===== src/rtl/irq_collect_pkg.sv =====
package irq_collect_pkg;
  localparam int unsigned NSRC  = 5;
  localparam int unsigned WORDW = 8;
  localparam int unsigned SELB  = WORDW - 1;
  typedef logic [NSRC-1:0]  src_vec_t;
  typedef logic [WORDW-1:0] word_t;
  typedef enum logic {EN_CLEAR = 1'b0, EN_SET = 1'b1} en_op_e;
endpackage


===== src/rtl/irq_evt_latch.sv =====
module irq_evt_latch
  import irq_collect_pkg::*;
(
  input  logic     clk,
  input  logic     rst_n,
  input  src_vec_t evt_i,
  input  logic     clr_i,
  output src_vec_t flags_o
);
  src_vec_t flags_q, flags_d;

  always_comb begin
    flags_d = flags_q;
    if (clr_i) flags_d = '0;
    flags_d = flags_d | evt_i;
  end

  always_ff @(posedge clk or negedge rst_n) begin
    if (!rst_n) flags_q <= '0;
    else        flags_q <= flags_d;
  end

  assign flags_o = flags_q;
endmodule


===== src/rtl/irq_mask_reg.sv =====
module irq_mask_reg
  import irq_collect_pkg::*;
(
  input  logic     clk,
  input  logic     rst_n,
  input  logic     wr_i,
  input  word_t    wr_data_i,
  output src_vec_t mask_o
);
  src_vec_t mask_q, mask_d, sel;
  en_op_e   op;

  assign sel = wr_data_i[NSRC-1:0];
  assign op  = en_op_e'(wr_data_i[SELB]);

  always_comb begin
    mask_d = mask_q;
    if (wr_i) begin
      for (int i = 0; i < NSRC; i++) begin
        if (sel[i]) mask_d[i] = (op == EN_SET);
      end
    end
  end

  always_ff @(posedge clk or negedge rst_n) begin
    if (!rst_n)    mask_q <= '0;
    else if (wr_i) mask_q <= mask_d;
  end

  assign mask_o = mask_q;
endmodule


===== src/rtl/irq_collect_top.sv =====
module irq_collect_top
  import irq_collect_pkg::*;
(
  input  logic       clk,
  input  logic       rst_n,
  input  logic [4:0] evt_i,
  input  logic       rd_i,
  output logic [7:0] rd_data_o,
  input  logic       wr_i,
  input  logic [7:0] wr_data_i,
  output logic       irq_n
);
  src_vec_t flags, mask;
  logic     summary;

  irq_evt_latch u_latch (
    .clk(clk), .rst_n(rst_n), .evt_i(evt_i), .clr_i(rd_i), .flags_o(flags)
  );

  irq_mask_reg u_mask (
    .clk(clk), .rst_n(rst_n), .wr_i(wr_i), .wr_data_i(wr_data_i), .mask_o(mask)
  );

  assign summary = |(flags & mask);

  always_comb begin
    rd_data_o = '0;
    rd_data_o[NSRC-1:0] = flags;
    rd_data_o[SELB]     = summary;
  end

  assign irq_n = ~summary;
endmodule



===== config.mk =====
export PLATFORM = sky130hd
export DESIGN_NAME = irq_collect_top
export DESIGN_NICKNAME = d
export VERILOG_FILES = /design/src/rtl/irq_collect_pkg.sv /design/src/rtl/irq_evt_latch.sv /design/src/rtl/irq_mask_reg.sv /design/src/rtl/irq_collect_top.sv
export SDC_FILE = /design/constraint.sdc
export NUM_CORES = 1
export LEC_CHECK = 0
export ABC_AREA = 1
export BUFFER_PORTS_ARGS = -buffer_cell sky130_fd_sc_hd__buf_4
export CORE_MARGIN = 10
export CORE_UTILIZATION = 25
export DETAILED_ROUTE_END_ITERATION = 12
export GPL_TIMING_DRIVEN = 0
export PLACE_DENSITY_LB_ADDON = 0.08
export SYNTH_ARGS = -nofsm -noshare
export SYNTH_HDL_FRONTEND = slang
export SYNTH_SLANG_ARGS = --single-unit

===== constraint.sdc =====
create_clock -name clk -period 1.02 [get_ports clk]
set_clock_uncertainty 0.05 [all_clocks]
set_input_delay 0 -clock clk [delete_from_list [all_inputs] [get_ports clk]]
set_output_delay 0 -clock clk [all_outputs]
set_load 0.005 [all_outputs]

==> impl_metrics.ini <==
[outcome]
status = complete, but fails checks
violations = negative setup slack

[sta]
period_needed_ns = 1.12
worst_slack_ns = -0.0991
max_freq_mhz = 894
rsz0062_at_grt = yes
setup_viol = 4
finalHoldViolCount = 0
period_share_pct = 110
drv_slew = 0

[power_and_ir_drop]
power_density_nw_per_um2 = 1160
pwr-share-seq_pct = 45.1
vdd_drop_max_mv = 0.755
power_leakage_uw = 0.000479
p_int_uw = 764
power.share.clock_pct = 24.8
comb_power_share_pct = 30.1
p_sw_uw = 259
p_sw_share_pct = 25.3

[routing]
dr_total_vias = 472
route.detailed.drc = 0
drt-wirelength-per-cell_um = 11.4
antenna_left = 0
routed_wl_um = 1420
firstDrtPassIters = 2
drt_iter0_drc = 4
viasPerCell = 3.81

[yosys]
synth_top_area_share_pct = 55.7
yosysSeqAreaShare_pct = 55.7
yosysWarnings = 0
synth_cells = 53
synth_cell_types = 9
yosys-top-cells-area = dfrtp_1 56%, nand2_1 15%, o21bai_1 8.4%
yosys.area.top_type = dfrtp_1
syn_area_per_cell_um2 = 8.48
syn_area_um2 = 449
ys_ff_latch = 10

[global_route]
grt_first_pass_wirelength_um = 2390
gr-total-overflow = 0
grt_max_degree = 11
antenna_found_initial = 0
grt_usage_pct = 7.36
grt_pass1_vias = 537

[worst_hold_path]
worstHoldStart = wr_data_i[7]
min_to = u_mask.mask_o[3]
min_path_cells = 3
hp-class = input pin to flop

[final_layout]
fillers = 171
drive_gt1_share_pct = 40.4
n_antenna_cell = 0
fin_nets = 118
fin_util_pct = 51.6
area_growth_syn_to_layout_pct = 96.4
stdcell_area_um2 = 882

[setup_path]
crit_slowest_cell = dfrtp_1
reg2reg_depth = 4
cp_max_fo = 2
startpoint_type = flop
slowest_delay_ns = 0.39
crit_chain = nand2_2, buf_6, nand3_2, nor2_1, buf_4
cp-end-kind = output pin
crit_arrival_ns = 1.07
worst_r2r_endpoint = u_latch.flags_o[1]
critPathKind = flop to output pin
rrSetupSlack_ns = 0.07
rr_startpoint = u_latch.flags_o[1]
cp.required_ns = 0.97

[cts]
cts_sinks = 10
root_buffer = clkbuf_4
clock_path_buffers = 2
worstSkewPairLatency_ns = 0.25
numCtsBuffers = 3
clk_pin_slew_ns = 0.06
tritoncts = built
h-tree-depth = 1

[placed_design]
gp_congestion = 0.668
post_dp_cell_area_um2 = 642
dp_hpwl_um = 937
port-buffer-count = 21

[die]
floorplan.core_area_um2 = 1710
floorplan.die_area_um2 = 3890
die_y_um = 62.4
die_w_um = 62.4
rows = 15
ios = 26
start_util_pct = 26.3

[run]
max_cap_violations = 0
worst max-delay path: cells and delay by family, from the launching register on:
family / cells / cell delay (ns)
flip-flops: 1 / 0.39
AND/OR/NAND/NOR: 3 / 0.22
buffers and inverters: 2 / 0.20
metal layers:
metal  wire length [µm]  vias up  GRT usage [%]
met5                  0        -              0
met3                 88        0           2.33
li1                   -      249              -
met4                  0        0           3.35
met1                539      211           7.99
met2                786       12           12.7
per-stage QoR:
step	cells	power (µW)	hold WS (ns)	worst slack, ns	setup TNS, ns
after floorplan	54	555	-0.346	0.218	0
after global placement	100	669	-0.212	0.0708	0
after detailed placement	100	672	-0.215	0.0596	0
after CTS	121	1000	0.0176	-0.113	-0.224
after global routing	124	1100	0.0466	-0.171	-0.470
final	124	1020	0.0187	-0.0991	-0.261
final cells by class:
| cell class | count | area, µm² | area share, % |
|---|---|---|---|
| sequential | 10 | 250 | 28.4 |
| clock buffer | 3 | 22.5 | 2.55 |
| multi-input combinational | 33 | 163 | 18.4 |
| timing repair buffer | 43 | 370 | 42.0 |
| buffer | 2 | 15.0 | 1.70 |
| inverter | 8 | 30.0 | 3.40 |
| tap | 25 | 31.3 | 3.55 |
power groups by stage:
stage	sequential, µW	clock [µW]	combinational [µW]
2_1_floorplan	462	0	93.0
3_5_place_dp	467	0	205
4_1_cts	457	265	279
3_3_place_gp	469	0	200
6_report	461	254	308
5_1_grt	466	285	346
flip-flops by register name, indices dropped and copies added (netlist names):
register / cells
u_mask.mask_o: 5
u_latch.flags_o: 5
logic make-up after synthesis:
| kind of cell | Yosys count | synth area share, % |
|---|---|---|
| other | 1 | 0.835 |
| AO/OA/AOI/OAI | 10 | 13.9 |
| buffers and inverters | 11 | 11.7 |
| flip-flops | 10 | 55.7 |
| AND/OR/NAND/NOR | 21 | 17.8 |
cell usage after synthesis:
cell      number
buf_4          3
o21bai_1       5
nand3_1        1
inv_1          8
dfrtp_1       10
o21ai_1        5
nand2_1       18
nor2_1         2
conb_1         1
repair_timing:
action	4_1_cts	5_1_grt
endpoints found under the hold margin	20	0
resized for setup	2	7
hold buffers	13	0
pin swaps	5	3
setup buffers	6	3
setup endpoints to repair	2	2
gates cloned	0	0
placed cells by master, fill, tap and decap left out:
master	synthesis	layout
buf_4	3	28
nand2_1	18	15
dlygate4sd3_1	0	13
dfrtp_1	10	10
inv_1	8	7
o21bai_1	5	5
o21ai_1	5	5
buf_6	0	4
nand2_2	0	3
clkbuf_4	0	3
nor2_1	2	2
conb_1	1	2
inv_2	0	1
nand3_2	0	1
how the worst max path moves through the flow:
stage,from,end,cells past startpoint
CTS,u_mask.mask_o[3],irq_n,5
floorplan,u_latch.flags_o[3],rd_data_o[7],5
detailed placement,u_latch.flags_o[3],rd_data_o[7],6
global placement,u_latch.flags_o[3],rd_data_o[7],6
finish,u_mask.mask_o[3],irq_n,5
global route,u_mask.mask_o[3],irq_n,5
No activity file was read; power rests on OpenSTA's default activity.
